==> src/rtl/gf_inv_round_chk.sv <==
module gf_inv_lane (
  input  logic [7:0] x,
  input  logic [7:0] fmask,
  output logic [7:0] y,
  output logic       err
);
  function automatic logic [7:0] gmul(input logic [7:0] a, input logic [7:0] b);
    logic [7:0] acc, sh;
    acc = 8'h00;
    sh  = a;
    for (int i = 0; i < 8; i++) begin
      if (b[i]) acc = acc ^ sh;
      sh = {sh[6:0], 1'b0} ^ (sh[7] ? 8'h1B : 8'h00);
    end
    return acc;
  endfunction

  function automatic logic [7:0] ginv(input logic [7:0] a);
    logic [7:0] sq, prod;
    sq   = a;
    prod = 8'h01;
    for (int k = 0; k < 7; k++) begin
      sq   = gmul(sq, sq);
      prod = gmul(prod, sq);
    end
    return prod;
  endfunction

  function automatic logic [7:0] xpow(input int d);
    logic [7:0] v;
    v = 8'h01;
    for (int k = 0; k < 14; k++)
      if (k < d) v = {v[6:0], 1'b0} ^ (v[7] ? 8'h1B : 8'h00);
    return v;
  endfunction

  function automatic logic [1:0] low_prod(input logic [7:0] a, input logic [7:0] b);
    logic [1:0] s;
    logic [7:0] r;
    s = 2'b00;
    for (int i = 0; i < 8; i++)
      for (int j = 0; j < 8; j++) begin
        r = xpow(i + j);
        if (a[i] & b[j]) s = s ^ r[1:0];
      end
    return s;
  endfunction

  logic [1:0] expect_bits;

  assign y           = ginv(x) ^ fmask;
  assign expect_bits = (x != 8'h00) ? 2'b01 : 2'b00;
  assign err         = low_prod(x, y) != expect_bits;
endmodule


==> config.mk <==
export PLATFORM = sky130hd
export DESIGN_NAME = gf_inv_lane
export DESIGN_NICKNAME = d
export VERILOG_FILES = /design/src/rtl/gf_inv_round_chk.sv
export SDC_FILE = /design/constraint.sdc
export NUM_CORES = 1
export LEC_CHECK = 0
export ABC_AREA = 0
export BUFFER_PORTS_ARGS = -buffer_cell sky130_fd_sc_hd__buf_2
export CAP_MARGIN = 30
export CORE_MARGIN = 8
export CORE_UTILIZATION = 65
export DETAILED_ROUTE_END_ITERATION = 10
export GPL_TIMING_DRIVEN = 1
export PLACE_DENSITY_LB_ADDON = 0.15
export RECOVER_POWER = 25
export SLEW_MARGIN = 20
export SYNTH_ARGS = -nofsm -noshare
export SYNTH_HDL_FRONTEND = slang
export SYNTH_SLANG_ARGS = --single-unit
==> constraint.sdc <==
create_clock -name vclk -period 30.8
set_clock_uncertainty 0.2 [all_clocks]
set_input_delay 6.16 -clock vclk [all_inputs]
set_output_delay 6.16 -clock vclk [all_outputs]
set_load 0.01 [all_outputs]
==> results of run 1 <==
==> stage by stage <==
step / std cells / setup WS [ps] / cell area (um^2) / hold slack [ps]
floorplan: 2172 / 3422 / 15620 / 12490
finish: 2438 / 1145 / 16150 / 12810
global placement: 2434 / 1248 / 16080 / 12790
detailed placement: 2435 / 607.8 / 16090 / 12820
global route: 2438 / 9.560 / 16150 / 12870
CTS: 2435 / 534.6 / 16090 / 12820
==> how the worst max path moves through the flow <==
stage / cells after the start / end / slack, ps / start
finish: 63 / err / 1150 / x[6]
global route: 63 / err / 10 / x[6]
CTS: 63 / err / 530 / x[7]
detailed placement: 63 / err / 610 / x[7]
global placement: 63 / err / 1250 / x[7]
floorplan: 69 / err / 3420 / x[0]
==> what timing repair did <==
action	in CTS	in global routing
gates resized for setup	0	6
endpoints found under the hold margin	0	0
setup endpoints to repair	0	1
==> Yosys cell counts, types with 7 or more instances <==
cell type    n
xnor2_4     16
mux2i_1     32
xor2_1     128
o221ai_1    10
nor4_1       7
a21o_1       7
clkbuf_1    91
nor3_1      78
ha_1         9
a211oi_1    19
o22ai_1     37
xnor2_2     55
o21a_1      17
xnor2_1    416
nor2_1     287
a21oi_1    140
and2_1      11
o211ai_1    16
xor2_2      20
buf_4       14
o31ai_1      9
a31oi_1     18
nand3_1     47
xnor3_1     41
nand4_1      7
a211o_1      9
or3_1       10
a221oi_1     9
inv_1       17
nand2b_1    12
nor2b_1      8
nand2_1    226
and3_1      15
o21ai_0    100
buf_2       37
o21ai_1     23
nor3b_1      8
a22oi_1     15
==> cells in the final DEF (no fill, tap or decap), types with 47 or more instances in the layout <==
cell type	count
xor2_1	127
nor3_1	78
nand2_1	226
xnor2_1	398
o21ai_0	100
a21oi_1	140
nand3_1	47
nor2_1	287
xnor2_2	73
buf_4	73
==> cell families (layout without fill, tap and decap cells) <==
group	after synthesis	count (layout)	synth area share, %
AO/OA/AOI/OAI	506	506	21.09
adder cells (fa/ha/maj)	9	9	0.7211
multiplexers	40	40	2.700
AND/OR/NAND/NOR	746	746	21.08
buffers and inverters	182	129	5.296
XOR/XNOR	689	689	49.11
==> cell type report <==
type | instances | area, um^2 | share of cell area [%]
Inverter | 28 | 105.1 | 0.6509
Timing Repair Buffer | 101 | 694.4 | 4.301
Tap cell | 319 | 399.1 | 2.472
Multi-Input combinational cell | 1990 | 14950 | 92.58
==> layer usage <==
layer	vias up	track usage (%)	part of all wire, %
met2	816	49.58	47
li1	7385	-	-
met4	0	7.561	2.0
met1	7288	40.11	43
met3	86	1.475	8.2
met5	-	0	0
==> impl_metrics.ini, run 1 <==
[synthesis]
synth_warnings = 0
yosysSeqAreaShare_pct = 0
netlist_area_um2 = 15620
synth_area_per_cell_um2 = 7.190
synth_top_area_share_pct = 23.33
syn_inst = 2172
ys_types = 97
yosysTopAreaCell = xnor2_1
synthTopCellsByArea = xnor2_1 23%, xor2_1 7.2%, nor2_1 6.9%
syn_nets = 2197

[critical_path]
cp.arrival_ps = 23290
slowest_delay_ps = 590
path_buf_inv = 7
setup.worst_path.class = in -> out
cpLargestDelayFamily = XOR/XNOR gates
path_common_cell = xnor2_2
worstPathRequired_ps = 24440
crit_path_end_kind = output pin
cp_max_fo = 24
worst_path_max_delay_cell = xnor3_2
critPathLaunchType = input pin

[grt]
grt_pass1_wl_um = 72660
antenna_found_initial = 0
grt_overflow = 0
grt_use_total_pct = 29.30
grt_start_max_net_pins = 33
grt_pass1_vias = 14360

[sta]
worst_pin_slew_ps = 953.7
max_slew_margin_pct = 35.96
finalCritPeriodShare_pct = 96.28
setup_tns_ps = 0
slew_violations = 0
fin_crit_ps = 29650
rsz0062_at_grt = no
max_clock_freq_ghz = 0.03372
finalHoldViolCount = 0
finalSetupViolations = 0

[drt]
first_pass_iters = 6
initialDrtViolationCount = 1941
routed_via_density = 6.388
post_drt_wl_per_cell_um = 18.16
wl_um = 44280
drc = 0
ant_nets = 0
num_vias = 15580

[die]
die_area_um2 = 29240
ios = 25
placementRows = 56
die_h_um = 171.0
coreArea_um2 = 23540
start_util_pct = 66.34
die_x_um = 171.0

[worst_hold_path]
hold_depth = 5
min_to = y[1]
hp-start = fmask[1]
hold_class = in -> out

[final_layout]
clock_buffers = 0
seqCellArea_um2 = 0
seq_cells = 0
area_delta_synth_final_pct = 3.389
drive_above_1_share_pct = 12.32
fillers = 2077
final_util_pct = 68.59
fin_nets = 2146
antenna_cells = 0

[cts]
ctsHoldBuffers = 0
cts_setup_buffers = 0

[placed_design]
place_hpwl_um = 32010
gp_congestion = 0.9513
io_buffers = 25

[flow_run]
maxCapViolCount = 0

[run_status]
outcome = complete, no violations
Power of run 1 is left out: the tool's default activity adds up to more than one toggle a clock period on the data nets, which glitch-free logic cannot reach.
==> inputs of run 2 (changes only) <==
--- a/config.mk
+++ b/config.mk
@@ -5,7 +5,7 @@
 export SDC_FILE = /design/constraint.sdc
 export NUM_CORES = 1
 export LEC_CHECK = 0
-export ABC_AREA = 0
+export ABC_AREA = 1
 export BUFFER_PORTS_ARGS = -buffer_cell sky130_fd_sc_hd__buf_2
 export CAP_MARGIN = 30
 export CORE_MARGIN = 8
==> run 2 against run 1 <==
- critical path depth increased by 40
- setup slack improved by 1900 ps
- routed wire length increased by 33%
- core utilization decreased by 3.5 points
- die area increased by 26%
- flip-flop and latch count unchanged
- synthesized cell count increased by 92%
- via count increased by 62%
- critical path type unchanged
- critical endpoint unchanged
- highest routed layer unchanged
==> impl_metrics.ini, run 2 <==
[final_layout]
final_common_cell = nand2_1
final_util_pct = 65.12
stdcell_area_um2 = 19920
seqCellArea_um2 = 0
seq_cells = 0
final_cells = 4482
antenna_cells = 0
area_delta_synth_final_pct = -1.130
fin_nets = 4113
drive_above_1_share_pct = 11.43
clock_buffers = 0
final_cell_mix = 1866 x nand2_1, 651 x nand3_1, 344 x inv_1, 276 x nor2_1, 191 x nand2_2

[critical_path]
path_common_cell = nand2_1
crit_path_end_kind = output pin
setup.worst_path.class = in -> out
slowest_delay_ps = 660
cp_max_fo = 27
critPathLaunch = x[7]
critPathLaunchType = input pin
worstPathRequired_ps = 24440
cp.arrival_ps = 21370
worst_path_max_delay_cell = nand2_1

[placed_design]
gp_congestion = 0.9924
place_hpwl_um = 45720
post_dp_cell_area_um2 = 19920
place_inst = 4481
io_buffers = 25

[sta]
worst_pin_slew_ps = 940.5
slew_violations = 0
max_slew_margin_pct = 36.85
rsz0062_at_grt = no
setup_tns_ps = 0
fin_crit_ps = 27730
finalCritPeriodShare_pct = 90.04
max_clock_freq_ghz = 0.03606
finalHoldViolCount = 0
finalSetupViolations = 0

[worst_hold_path]
hp-start = fmask[2]
hold_depth = 8
hold_class = in -> out

[run_status]
outcome = complete, no violations

[synthesis]
yosysMostFrequentCell = nand2_1
syn_inst = 4166
ys_types = 50
synth_top_area_share_pct = 34.75
synthTopCellsByArea = nand2_1 35%, nand3_1 16%, inv_1 6.4%
synth_warnings = 0
yosysSeqAreaShare_pct = 0
syn_nets = 4191
netlist_area_um2 = 20150
synth_area_per_cell_um2 = 4.836
yosysTopAreaCell = nand2_1
yosys-top-cells-count = 1865 x nand2_1, 651 x nand3_1, 343 x inv_1

[die]
coreArea_um2 = 30590
die_h_um = 192.1
die_area_um2 = 36890
placementRows = 64
start_util_pct = 65.87
die_x_um = 192.1
ios = 25

[drt]
first_pass_iters = 7
ant_nets = 0
drc = 0
post_drt_wl_per_cell_um = 13.17
num_vias = 25270
wl_um = 59050
routed_via_density = 5.637
initialDrtViolationCount = 2738

[grt]
grt_pass1_vias = 21850
grt_start_max_net_pins = 28
grt_pass1_wl_um = 99590
grt_use_total_pct = 31.01
grt_overflow = 0
antenna_found_initial = 0

[cts]
cts_setup_buffers = 0
postCtsResizedCells = 0
ctsHoldBuffers = 0

[flow_run]
maxCapViolCount = 0
==> run 2: through the flow <==
step                      hold WS, ps  setup slack [ps]
after global placement          12830              4112
final                           12850              3069
after global routing            12920              1527
after detailed placement        12840              3947
after CTS                       12840              3913
after floorplan                 12470              6875
==> run 2: layer usage <==
layer / GRT usage [%] / vias to the layer above / routed length [um]
li1: - / 12940 / -
met4: 11.31 / 0 / 1906
met5: 0 / - / 0
met2: 52.70 / 1208 / 26490
met3: 2.269 / 198 / 5497
met1: 40.50 / 10920 / 25160
==> run 2: cells by family (layout without fill, tap and decap cells) <==
kind of cell    after synthesis  after routing  share of synthesized area, %
simple gates               3257           3257                         73.05
xor+xnor                    195            195                         9.439
buf+inv                     582            502                         13.29
compound gates              123            123                         3.658
fa+ha+maj                     9              9                        0.5589
==> run 2: worst paths after layout <==
kind	slack [ps]	endpoint
setup / recovery	3070	err
hold / removal	12850	y[2]
==> run 2: critical path, delay by kind of cell <==
kind / cells / cell delay (ps)
compound gates: 1 / 80
fa+ha+maj: 4 / 1450
xor+xnor: 4 / 880
buf+inv: 17 / 2820
simple gates: 77 / 9840
==> run 2: cell type report <==
class	count	area (um^2)
inverters	476	1824
well taps	396	495.5
fillers	3189	10670
repair buffers	26	132.6
multi-input cells	3584	17470
Power of run 2 is left out for the same reason.
==> inputs of run 3 (changes only) <==
--- a/config.mk
+++ b/config.mk
@@ -9,7 +9,7 @@
 export BUFFER_PORTS_ARGS = -buffer_cell sky130_fd_sc_hd__buf_2
 export CAP_MARGIN = 30
 export CORE_MARGIN = 8
-export CORE_UTILIZATION = 65
+export CORE_UTILIZATION = 50
 export DETAILED_ROUTE_END_ITERATION = 10
 export GPL_TIMING_DRIVEN = 1
 export PLACE_DENSITY_LB_ADDON = 0.15
==> run 3 against run 2 <==
- core utilization decreased by 15 points
- global-route usage fell by 5.8 points
- via count is 2.3% lower
- setup slack lost 200 ps
- cell count is 2.9% higher
- non-clock buffer count up 2
==> impl_metrics.ini, run 3 (synthesis gave the netlist of run 2 again) <==
[critical_path]
worst_path_max_delay_cell = nand2_1
crit_path_end_kind = output pin
slowest_delay_ps = 680
path_common_cell = nand2_1
worstPathRequired_ps = 24440
setup.worst_path.class = in -> out
cp_max_fo = 27
cp.arrival_ps = 21570
critPathLaunchType = input pin

[sta]
max_slew_margin_pct = 36.18
whs_ps = 12820
setup_tns_ps = 0
worst_pin_slew_ps = 950.5
finalCritPeriodShare_pct = 90.67
finalSetupViolations = 0
max_clock_freq_ghz = 0.03581
finalHoldViolCount = 0
slew_violations = 0
rsz0062_at_grt = no
fin_crit_ps = 27930

[flow_run]
maxCapViolCount = 0

[placed_design]
gp_congestion = 0.9577
post_dp_cell_area_um2 = 20090
place_inst = 4612
io_buffers = 25
place_hpwl_um = 48260

[drt]
post_drt_wl_per_cell_um = 13.51
first_pass_iters = 6
routed_via_density = 5.350
wl_um = 62320
num_vias = 24680
ant_nets = 0
initialDrtViolationCount = 2393
drc = 0

[cts]
cts_setup_buffers = 0
ctsHoldBuffers = 0
postCtsResizedCells = 0

[grt]
grt_overflow = 0
grt_start_max_net_pins = 28
grt_use_total_pct = 25.16
grt_pass1_vias = 21540
grt_pass1_wl_um = 103600
antenna_found_initial = 0

[die]
die_x_um = 216.7
placementRows = 73
die_h_um = 216.7
die_area_um2 = 46980
start_util_pct = 50.71
ios = 25
coreArea_um2 = 39730

[final_layout]
area_delta_synth_final_pct = -0.2545
final_common_cell = nand2_1
seqCellArea_um2 = 0
seq_cells = 0
final_cell_mix = 1866 x nand2_1, 651 x nand3_1, 344 x inv_1, 276 x nor2_1, 191 x nand2_2
stdcell_area_um2 = 20100
antenna_cells = 0
final_cells = 4613
drive_above_1_share_pct = 11.47
fin_nets = 4115
clock_buffers = 0

[run_status]
outcome = complete, no violations

[worst_hold_path]
hold_class = in -> out
run 3: cell count changes in the layout (fill, tap and decap cells not counted), sizes merged:
cell / delta
buf: +3
clkbuf: -1
run 3: path summary, 6_finish.rpt:
kind  startpoint  depth (start not counted)  endpoint
max         x[7]                        108       err
min     fmask[2]                          8      y[2]
run 3: metal layers:
layer	share of wire [%]	global-route usage (%)
met2	46	44.58
met1	45	33.20
met5	0	0
met3	6.5	0.9847
met4	2.0	6.289
run 3: through the flow:
| step | setup slack [ps] | utilization, % |
|---|---|---|
| final | 2873 | 50.58 |
| after global routing | 1198 | 50.58 |
| after global placement | 3741 | 50.57 |
| after CTS | 3661 | 50.57 |
| after detailed placement | 3666 | 50.57 |
| after floorplan | 6875 | - |
run 3: worst max-delay path: cells and delay by family:
family | cells | cell delay [ps]
buffers and inverters | 21 | 3130
adders and majority gates | 4 | 1430
xor gates and xnor gates | 8 | 1620
AOI/OAI and AO/OA | 1 | 70
and+or+nand+nor | 74 | 9050
run 3: area by class of cell:
cell class                      count  area (um^2)
Fill cell                        4507        19640
Inverter                          476         1824
Multi-Input combinational cell   3584        17470
Tap cell                          525        656.9
Timing Repair Buffer               28        147.6
Power of run 3 is left out for the same reason.
